===== src/rtl/gpio_port_pkg.sv =====
package gpio_port_pkg;
  localparam int unsigned NPINS   = 32;
  localparam int unsigned DW      = 32;
  localparam int unsigned AW      = 4;
  localparam int unsigned HALF    = NPINS / 2;
  localparam int unsigned POLW    = 2 * NPINS;
  localparam int unsigned KEY_W   = 8;
  localparam int unsigned KEY_LSB = DW - KEY_W;
  localparam logic [KEY_W-1:0] UNLOCK_KEY = 8'hA5;

  typedef enum logic [1:0] {
    EDGE_OFF  = 2'b00,
    EDGE_RISE = 2'b01,
    EDGE_FALL = 2'b10,
    EDGE_BOTH = 2'b11
  } edge_sel_e;

  localparam logic [AW-1:0] A_LVL     = 4'd0;
  localparam logic [AW-1:0] A_LVL_SET = 4'd1;
  localparam logic [AW-1:0] A_LVL_CLR = 4'd2;
  localparam logic [AW-1:0] A_LVL_TGL = 4'd3;
  localparam logic [AW-1:0] A_EN      = 4'd4;
  localparam logic [AW-1:0] A_EN_SET  = 4'd5;
  localparam logic [AW-1:0] A_EN_CLR  = 4'd6;
  localparam logic [AW-1:0] A_IN      = 4'd7;
  localparam logic [AW-1:0] A_POL_LO  = 4'd8;
  localparam logic [AW-1:0] A_POL_HI  = 4'd9;
  localparam logic [AW-1:0] A_MASK    = 4'd10;
  localparam logic [AW-1:0] A_RAW     = 4'd11;
  localparam logic [AW-1:0] A_MSK_ST  = 4'd12;
  localparam logic [AW-1:0] A_EVCLR   = 4'd13;
  localparam logic [AW-1:0] A_PWR     = 4'd14;
  localparam logic [AW-1:0] A_SRST    = 4'd15;
endpackage


===== src/rtl/gpio_sync.sv =====
module gpio_sync #(
  parameter int unsigned W      = 32,
  parameter int unsigned STAGES = 2
) (
  input  logic         clk_i,
  input  logic         rst_ni,
  input  logic [W-1:0] d_i,
  output logic [W-1:0] q_o
);
  logic [STAGES-1:0][W-1:0] chain_q;

  always_ff @(posedge clk_i or negedge rst_ni) begin
    if (!rst_ni) begin
      chain_q <= '0;
    end else begin
      chain_q[0] <= d_i;
      for (int s = 1; s < STAGES; s++) chain_q[s] <= chain_q[s-1];
    end
  end

  assign q_o = chain_q[STAGES-1];
endmodule


===== src/rtl/gpio_edge_det.sv =====
module gpio_edge_det
  import gpio_port_pkg::*;
#(
  parameter int unsigned N = NPINS
) (
  input  logic           clk_i,
  input  logic           rst_ni,
  input  logic [N-1:0]   lvl_i,
  input  logic [2*N-1:0] pol_i,
  output logic [N-1:0]   ev_o
);
  logic [N-1:0] prev_q;

  always_ff @(posedge clk_i or negedge rst_ni) begin
    if (!rst_ni) prev_q <= '0;
    else         prev_q <= lvl_i;
  end

  for (genvar p = 0; p < N; p++) begin : g_pin
    logic rise, fall;
    assign rise = lvl_i[p] & ~prev_q[p];
    assign fall = ~lvl_i[p] & prev_q[p];
    always_comb begin
      unique case (edge_sel_e'(pol_i[2*p +: 2]))
        EDGE_RISE: ev_o[p] = rise;
        EDGE_FALL: ev_o[p] = fall;
        EDGE_BOTH: ev_o[p] = rise | fall;
        default:   ev_o[p] = 1'b0;
      endcase
    end
  end
endmodule


===== src/rtl/gpio_regs.sv =====
module gpio_regs
  import gpio_port_pkg::*;
(
  input  logic            clk_i,
  input  logic            rst_ni,
  input  logic [AW-1:0]   addr_i,
  input  logic [DW-1:0]   wdata_i,
  input  logic            we_i,
  output logic [DW-1:0]   rdata_o,
  input  logic [NPINS-1:0] din_i,
  input  logic [NPINS-1:0] ev_i,
  output logic [NPINS-1:0] lvl_o,
  output logic [NPINS-1:0] en_o,
  output logic [POLW-1:0]  pol_o,
  output logic [NPINS-1:0] raw_o,
  output logic [NPINS-1:0] mask_o,
  output logic             pwr_o
);
  logic [NPINS-1:0] lvl_q, en_q, mask_q, raw_q, raw_n;
  logic [2*HALF-1:0] pol_lo_q, pol_hi_q;
  logic pwr_q;
  logic key_ok, soft_rst, pwr_wr, live_we;
  logic [NPINS-1:0] clr_bits, ev_bits;

  assign key_ok   = (wdata_i[KEY_LSB +: KEY_W] == UNLOCK_KEY);
  assign soft_rst = we_i && (addr_i == A_SRST) && key_ok && wdata_i[0];
  assign pwr_wr   = we_i && (addr_i == A_PWR) && key_ok;
  assign live_we  = we_i && pwr_q;

  // event has priority over a clear of the same bit
  assign clr_bits = (live_we && addr_i == A_EVCLR) ? wdata_i[NPINS-1:0] : '0;
  assign ev_bits  = pwr_q ? ev_i : '0;
  assign raw_n    = (raw_q & ~clr_bits) | ev_bits;

  always_ff @(posedge clk_i or negedge rst_ni) begin
    if (!rst_ni) begin
      lvl_q    <= '0;
      en_q     <= '0;
      mask_q   <= '0;
      raw_q    <= '0;
      pol_lo_q <= '0;
      pol_hi_q <= '0;
      pwr_q    <= 1'b0;
    end else if (soft_rst) begin
      lvl_q    <= '0;
      en_q     <= '0;
      mask_q   <= '0;
      raw_q    <= '0;
      pol_lo_q <= '0;
      pol_hi_q <= '0;
      pwr_q    <= 1'b0;
    end else begin
      if (pwr_wr) pwr_q <= wdata_i[0];
      if (live_we) begin
        unique case (addr_i)
          A_LVL_SET: lvl_q    <= lvl_q | wdata_i[NPINS-1:0];
          A_LVL_CLR: lvl_q    <= lvl_q & ~wdata_i[NPINS-1:0];
          A_LVL_TGL: lvl_q    <= lvl_q ^ wdata_i[NPINS-1:0];
          A_EN_SET:  en_q     <= en_q | wdata_i[NPINS-1:0];
          A_EN_CLR:  en_q     <= en_q & ~wdata_i[NPINS-1:0];
          A_POL_LO:  pol_lo_q <= wdata_i[2*HALF-1:0];
          A_POL_HI:  pol_hi_q <= wdata_i[2*HALF-1:0];
          A_MASK:    mask_q   <= wdata_i[NPINS-1:0];
          default: ;
        endcase
      end
      raw_q <= raw_n;
    end
  end

  always_comb begin
    rdata_o = '0;
    unique case (addr_i)
      A_LVL:    rdata_o[NPINS-1:0]  = lvl_q;
      A_EN:     rdata_o[NPINS-1:0]  = en_q;
      A_IN:     rdata_o[NPINS-1:0]  = din_i;
      A_POL_LO: rdata_o[2*HALF-1:0] = pol_lo_q;
      A_POL_HI: rdata_o[2*HALF-1:0] = pol_hi_q;
      A_MASK:   rdata_o[NPINS-1:0]  = mask_q;
      A_RAW:    rdata_o[NPINS-1:0]  = raw_q;
      A_MSK_ST: rdata_o[NPINS-1:0]  = raw_q & mask_q;
      A_PWR:    rdata_o[0]          = pwr_q;
      default:  rdata_o = '0;
    endcase
  end

  assign lvl_o  = lvl_q;
  assign en_o   = en_q;
  assign pol_o  = {pol_hi_q, pol_lo_q};
  assign raw_o  = raw_q;
  assign mask_o = mask_q;
  assign pwr_o  = pwr_q;
endmodule


===== src/rtl/gpio_edge_port.sv =====
module gpio_edge_port
  import gpio_port_pkg::*;
#(
  parameter int unsigned SYNC_STAGES = 2
) (
  input  logic             clk_i,
  input  logic             rst_ni,
  input  logic [AW-1:0]    bus_addr_i,
  input  logic [DW-1:0]    bus_wdata_i,
  input  logic             bus_we_i,
  output logic [DW-1:0]    bus_rdata_o,
  input  logic [NPINS-1:0] pin_i,
  output logic [NPINS-1:0] pin_o,
  output logic [NPINS-1:0] pin_oe_o,
  output logic             irq_o
);
  logic [NPINS-1:0] din_s, ev, lvl_w, en_w, raw_w, mask_w;
  logic [POLW-1:0]  pol_w;
  logic             pwr_w;

  gpio_sync #(.W(NPINS), .STAGES(SYNC_STAGES)) u_sync (
    .clk_i(clk_i), .rst_ni(rst_ni), .d_i(pin_i), .q_o(din_s)
  );

  gpio_edge_det #(.N(NPINS)) u_edge (
    .clk_i(clk_i), .rst_ni(rst_ni), .lvl_i(din_s), .pol_i(pol_w), .ev_o(ev)
  );

  gpio_regs u_regs (
    .clk_i(clk_i), .rst_ni(rst_ni),
    .addr_i(bus_addr_i), .wdata_i(bus_wdata_i), .we_i(bus_we_i),
    .rdata_o(bus_rdata_o),
    .din_i(din_s), .ev_i(ev),
    .lvl_o(lvl_w), .en_o(en_w), .pol_o(pol_w),
    .raw_o(raw_w), .mask_o(mask_w), .pwr_o(pwr_w)
  );

  assign pin_o    = lvl_w & en_w;
  assign pin_oe_o = en_w;
  assign irq_o    = |(raw_w & mask_w);
endmodule


===== config.mk =====
export PLATFORM = sky130hd
export DESIGN_NAME = gpio_edge_port
export DESIGN_NICKNAME = d
export VERILOG_FILES = /design/src/rtl/gpio_port_pkg.sv /design/src/rtl/gpio_sync.sv /design/src/rtl/gpio_edge_det.sv /design/src/rtl/gpio_regs.sv /design/src/rtl/gpio_edge_port.sv
export SDC_FILE = /design/constraint.sdc
export NUM_CORES = 1
export LEC_CHECK = 0
export ABC_AREA = 1
export BUFFER_PORTS_ARGS = -buffer_cell sky130_fd_sc_hd__buf_2
export CELL_PAD_IN_SITES_DETAIL_PLACEMENT = 1
export CELL_PAD_IN_SITES_GLOBAL_PLACEMENT = 1
export CORE_MARGIN = 2
export CORE_UTILIZATION = 44
export DETAILED_ROUTE_END_ITERATION = 7
export PLACE_DENSITY = 0.79
export SYNTH_ARGS = -nofsm -noshare
export SYNTH_HDL_FRONTEND = slang
export SYNTH_SLANG_ARGS = --single-unit

===== constraint.sdc =====
create_clock -name clk_i -period 1.7 [get_ports clk_i]
set_clock_uncertainty 0.1 [all_clocks]
set_input_delay 0.085 -clock clk_i [delete_from_list [all_inputs] [get_ports clk_i]]
set_output_delay 0.085 -clock clk_i [all_outputs]
set_load 0.05 [all_outputs]

# Word-level counts from Yosys, hierarchy flattened
# Index checks and enable logic that the tools add are counted.
# Widths: inputs -> output; s select.
word_totals:
  reg_bits: 289
  in_bits: 71
  word_cells: 368
classes:
  n_eq_ne: 112
  muxes: 54
  bitwise_logic: 171
  reduce_logical: 21
ops:
  columns: ["op", "n"]
  rows:
  - ["$mux 32", 16]
  - ["$pmux 31 s8", 1]
  - ["$and 32x32->32", 5]
  - ["$eq 2x2->1 const B", 64]
  - ["$or 32x32->32", 3]
  - ["$pmux 1 s3", 32]
  - ["$pmux 32 s3", 1]
  - ["$and 1x1->1", 64]
  - ["$eq 2x1->1 const B", 32]
  - ["$not 1->1", 64]
  - ["$not 32->32", 2]
  - ["$pmux 32 s2", 1]
  - ["$eq 4x4->1 const B", 8]
  - ["$or 1x1->1", 32]
  - ["$reduce_or 32->1", 1]
  - ["$xor 32x32->32", 1]
  - ["$eq 4x3->1 const B", 4]
  - ["$reduce_and 2->1", 5]
  - ["$reduce_bool 2->1", 5]
  - ["$pmux 1 s9", 1]
  - ["$eq 4x2->1 const B", 2]
  - ["$eq 8x8->1 const B", 1]
  - ["$logic_and 1x1->1", 7]
  - ["$eq 4x1->1 const B", 1]
  - ["other kinds (4)", 5]

# Depth between registers and ports, before layout
logic_depth:
  depth_word: 7
  depth_mapped: 9

# Cells and area by module
# From an unflattened synthesis, not the netlist that was laid out.
unflattened:
  cells_unflattened: 2417
  area_unflattened_um2: 17665.7
by_module_without_submodules:
  columns: ["mod", "n_inst", "cells_per_inst", "area_per_inst_um2"]
  rows:
  - ["gpio_regs", 1, 1810, 12504.5]
  - ["gpio_edge_det", 1, 384, 2842.7]
  - ["gpio_sync", 1, 96, 1841.8]
  - ["gpio_edge_port", 1, 127, 476.7]

# Worst setup path before layout
# OpenSTA, ideal clock, no wires.
synth_timing:
  path_kind: "input-to-output"
  start: "input bus_addr_i[0]"
  end: "output bus_rdata_o[16]"
  t_arrival_ns: 1.342
  t_required_ns: 1.515
  slack_ns: 0.173
  cell_stages: 9
  cell_sequence: "buf_4 -> inv_2 -> nand2_1 -> nor2_1 -> buf_2 -> nand2_1 -> o21ai_0 -> nor2_1 -> nand2_1"
synth_via:
  elab_chain_cells: 2
synth_rtl:
  columns: ["item", "line", "text"]
  rows:
  - ["start: declaration", "gpio_edge_port.sv:8", "input logic [AW-1:0] bus_addr_i,"]
  - ["$eq 4x4->1, or another cell as far along", "gpio_regs.sv:73", "unique case (addr_i)"]
  - ["$pmux 31 s8 *", "gpio_regs.sv:73", null]
  - ["end: declaration", "gpio_edge_port.sv:11", "output logic [DW-1:0] bus_rdata_o,"]
# Mark *: on every way between the ends. The rest lies on a longest branch, timed or not.

# Worst setup path after layout
layout_timing:
  start: "register u_regs.mask_q[21], in the netlist u_regs.mask_o[21]"
  end: "output irq_o"
layout_via:
  elab_chain_cells: 2
layout_rtl:
  columns: ["item", "line", "text"]
  rows:
  - ["start: declaration", "gpio_regs.sv:19", "logic [NPINS-1:0] lvl_q, en_q, mask_q, raw_q, raw_n;"]
  - ["start signal: assignment", "gpio_regs.sv:63", "A_MASK: mask_q <= wdata_i[NPINS-1:0];"]
  - ["$and 32x32->32", "gpio_edge_port.sv:40", "assign irq_o = |(raw_w & mask_w);"]
  - ["$reduce_or 32->1", "gpio_edge_port.sv:40", null]
  - ["end: declaration", "gpio_edge_port.sv:15", "output logic irq_o"]
# Every way passes these cells.

==> results.txt <==
The run finished, with violations left. The final reports fail on negative setup slack. The overall via count from detail_route is 19946.

The later-pin clock latency in the skew report came out at 0.57 ns. When the netlist entered floorplanning its net count stood at 2608. Derived from the worst setup path, the maximum achievable clock frequency is 0.458 GHz. The DRC violation total after the first TritonRoute iteration is 1795. The final-report max-slew violation count came out at 0. The multiplexer area fraction after synthesis came out at 0. The first global-routing pass estimated 120000 µm of wire. The number of failing hold endpoints at the final stage is 0. The die boundary height came out at 202 µm. The total grt overflow is 0. The share of synthesized cell area in full adder, half adder and majority cells came out at 0.0932. In the global route stage, met2 resource usage came out at 0.681. Buffers inserted during clock tree synthesis total 36. The top cell types in the final layout, fill and taps aside, are 734 x sky130_fd_sc_hd__nand2_1, 356 x sky130_fd_sc_hd__nand3_1, 312 x sky130_fd_sc_hd__inv_1, 258 x sky130_fd_sc_hd__dfrtp_1, 237 x sky130_fd_sc_hd__buf_4.

The per-instance average area after synthesis came out at 7.13 µm². Along the worst path, the maximum fanout reaches 3. The number of setup violations in the final report came out at 60. The share of the core filled with cells is 0.630.

The layout filler cell count is 4730. The count of state elements after synthesis is 289. The via count of the first global-routing pass is 20582. The internal portion of the total power is 15.6 mW. Using the TritonRoute via totals, the vias-per-cell ratio works out to 5.83.

For this run, global-route usage on met3 was measured as 0.0633. The least setup slack across all paths after layout came out at -0.482 ns. The total half-perimeter wirelength after legalization and detailed placement is 50900 µm. The placeable core region came out at 0.0386 mm². The transition time of the tightest slew-check pin is 1.01 ns.

The routed length per placed instance is 25.8 µm. The worst slack at placement came out at -0.384 ns. The post-synthesis simple-gate area fraction is 0.321. At the end of the flow, the number of nets in the layout was 3076. The global placement routability congestion is 0.931. STA classifies the critical path startpoint as a flip-flop.

Summed over all cells, the static leakage comes to 13.1 nW. The most frequent standard cell in the layout excluding fill and tap cells is sky130_fd_sc_hd__nand2_1. Sorting the synthesized cells by area gives the leading types as sky130_fd_sc_hd__dfrtp_1 42%, sky130_fd_sc_hd__nand2_1 18%, sky130_fd_sc_hd__nand3_1 11%. The post-synthesis xor/xnor area fraction is 0. Yosys printed 0 warnings. The hold slack is 0.0511 ns. The pin count of the biggest net entering global routing is 88.

The cell chosen for the clock root is sky130_fd_sc_hd__clkbuf_16. The number of buffers between clock root and the deepest sink came out at 3. The maximum vdd drop is 0.790 mV. Setup repair after global routing could not meet its margin everywhere. The final clock period utilization by the worst path came out at 1.28.

The initial antenna violation count is 0. The layout overhead on the synthesized area came out at 41.3%. The netlist area before placement came out at 0.0172 mm². The number of different library cells in the post-synthesis netlist is 22. The switching share of total power is 0.401.

The number of remaining DRC errors is 0. Wires add up to 88400 µm. Of the total power, the clock network draws 0.307. The number of detailed-route iterations in the first pass came out at 5.

The synthesized netlist cell count came out at 2409. The sequential cells in the finished layout cover a total of 0.00727 mm². The fraction of the mapped netlist area in compound gates came out at 0.0553.

The category of the worst setup path capture point is a primary output. The proportion of power drawn by flip-flops and latches came out at 0.341. The normalized max-slew margin is 0.323. The largest total area in the synthesized netlist belongs to sky130_fd_sc_hd__dfrtp_1. The data arrival time of the critical path came out at 2.00 ns. The share of final-layout standard cells stronger than drive strength 1 is 0.284. The area share of the largest cell type after synthesis came out at 0.421. The area occupied by multi-input gates came out at 0.00903 mm². The detail route stage leaves a number of antenna-violating nets equal to 0. The count of buffers added on input and output ports is 167. The routing usage on met1 is 0.420.

The share of total power dissipated in combinational logic is 0.352. The H-tree depth reported by CTS is 2. The overall die area came out at 0.0406 mm². The initial cell density of the core came out at 0.446. The dominant combinational cell family by area after synthesis is simple AND/OR/NAND/NOR gates. The post-CTS clock slew at the launch and capture registers of the worst setup and hold paths is 0.07 ns. Max-cap violations in this run came to 0.

The path class of the tightest hold or removal check is in -> reg. In the global route stage, overall resource usage came out at 0.388. Of the synthesized area, sequential elements account for 0.421.

After layout, the minimum clock period comes to 2.18 ns. The clock sink count came out at 289. The power per cell area is 1070 mW/mm².

The data required time at the worst endpoint came out at 1.51 ns. The clock tree from TritonCTS is yes. The worst setup path is of the reg -> out kind.

The number of primary I/O pins is 168. In this run the most used layer during global routing was met2. The switching power summed over all nets is 10.4 mW. The x dimension of the die is 202 µm. After floorplanning, the core was divided into 72 placement rows.
==> state kept, by name, indices dropped and copies added, names as in the netlist <==
signal and count:
u_edge.prev_q 32, u_regs.en_o 32, u_regs.lvl_o 32, u_regs.mask_o 32, u_regs.pol_hi_q 32, u_regs.pol_lo_q 32
u_regs.raw_o 32, u_sync.chain_q 32, u_sync.q_o 32, u_regs.pwr_o 1
==> routing by layer <==
layer	vias up	share of wire	routed length [µm]
li1	8420	-	-
met4	0	0.092	8100
met5	-	0	0
met1	9848	0.35	30700
met3	496	0.077	6760
met2	1182	0.48	42800
==> worst max-delay path, stage by stage (launching register included) <==
cell                       delay (ns)
sky130_fd_sc_hd__dfrtp_1         0.49
sky130_fd_sc_hd__nand2_1         0.19
sky130_fd_sc_hd__nand2_1         0.09
sky130_fd_sc_hd__nor2_1          0.15
sky130_fd_sc_hd__nand3b_1        0.09
sky130_fd_sc_hd__nor2_1          0.14
sky130_fd_sc_hd__nand2_2         0.11
sky130_fd_sc_hd__buf_8           0.17
==> Yosys cell counts <==
cell type and count:
sky130_fd_sc_hd__inv_2 9, sky130_fd_sc_hd__nor2_1 116, sky130_fd_sc_hd__o21ai_1 9, sky130_fd_sc_hd__ha_1 128
sky130_fd_sc_hd__nand3_2 1, sky130_fd_sc_hd__dfrtp_1 289, sky130_fd_sc_hd__nor2_2 3, sky130_fd_sc_hd__buf_1 2
sky130_fd_sc_hd__nand4_1 1, sky130_fd_sc_hd__inv_1 355, sky130_fd_sc_hd__o21ai_0 139, sky130_fd_sc_hd__nand3b_1 11
sky130_fd_sc_hd__nor2_4 2, sky130_fd_sc_hd__buf_4 3, sky130_fd_sc_hd__nand3_1 372, sky130_fd_sc_hd__nand2_2 1
sky130_fd_sc_hd__nand4_2 1, sky130_fd_sc_hd__a21oi_1 42, sky130_fd_sc_hd__buf_2 57, sky130_fd_sc_hd__clkbuf_1 51
sky130_fd_sc_hd__clkinv_1 1, sky130_fd_sc_hd__nand2_1 816
==> what timing repair did <==
item,4_1_cts,5_1_grt
cloned,0,5
hold buffers,69,1
pin swaps,102,88
buffers inserted,132,45
hold endpoints to repair,430,17
setup endpoints to repair,33,120
resized for setup,332,212
==> kinds of logic (layout without fill, tap and decap cells) <==
family / Yosys count / after routing
buffers and inverters: 478 / 971
flip-flops: 289 / 289
adder cells (fa/ha/maj): 128 / 128
AO/OA/AOI/OAI: 190 / 190
other: 0 / 1
AND/OR/NAND/NOR: 1324 / 1324
==> final timing paths <==
kind	start	to	slack [ns]	cells after the start
setup / recovery	u_regs.mask_o[21]	irq_o	-0.48	7
hold / removal	pin_i[31]	u_sync.chain_q[31]	0.05	2
setup reg to reg	u_sync.q_o[9]	u_regs.raw_o[9]	-0.28	10
hold reg to reg	u_sync.chain_q[22]	u_sync.q_o[22]	0.24	0
max in group asynchronous	rst_ni	u_sync.q_o[24]	-0.13	3
min in group asynchronous	rst_ni	u_sync.q_o[30]	0.15	3
==> per-stage QoR <==
stage	instances	cell area, µm²	total power, mW	TNS, ns
2_1_floorplan	2409	17200	13.0	0
5_1_grt	3420	24300	26.9	-12.15
3_5_place_dp	3140	19800	15.5	-5.96
6_report	3421	24300	26.0	-5.83
4_1_cts	3379	23300	24.7	-3.18
3_3_place_gp	3140	19800	15.2	-3.41
==> area by class of cell <==
type,instances,area share
Antenna cell,1,0.000103
Clock buffer,59,0.0461
Tap cell,518,0.0267
Inverter,365,0.0567
Clock inverter,4,0.00216
Multi-Input combinational cell,1642,0.372
Sequential cell,289,0.299
Timing Repair Buffer,543,0.197
==> power by group through the flow <==
| stage | Sequential (mW) | Combinational, mW | Clock [mW] |
|---|---|---|---|
| after floorplan | 9.30 | 3.65 | 0 |
| after global placement | 8.93 | 6.27 | 0 |
| after detailed placement | 8.98 | 6.53 | 0 |
| after CTS | 8.68 | 8.15 | 7.85 |
| after global routing | 8.91 | 9.72 | 8.25 |
| final | 8.85 | 9.13 | 7.99 |
Power figures use the tool's default switching activity.
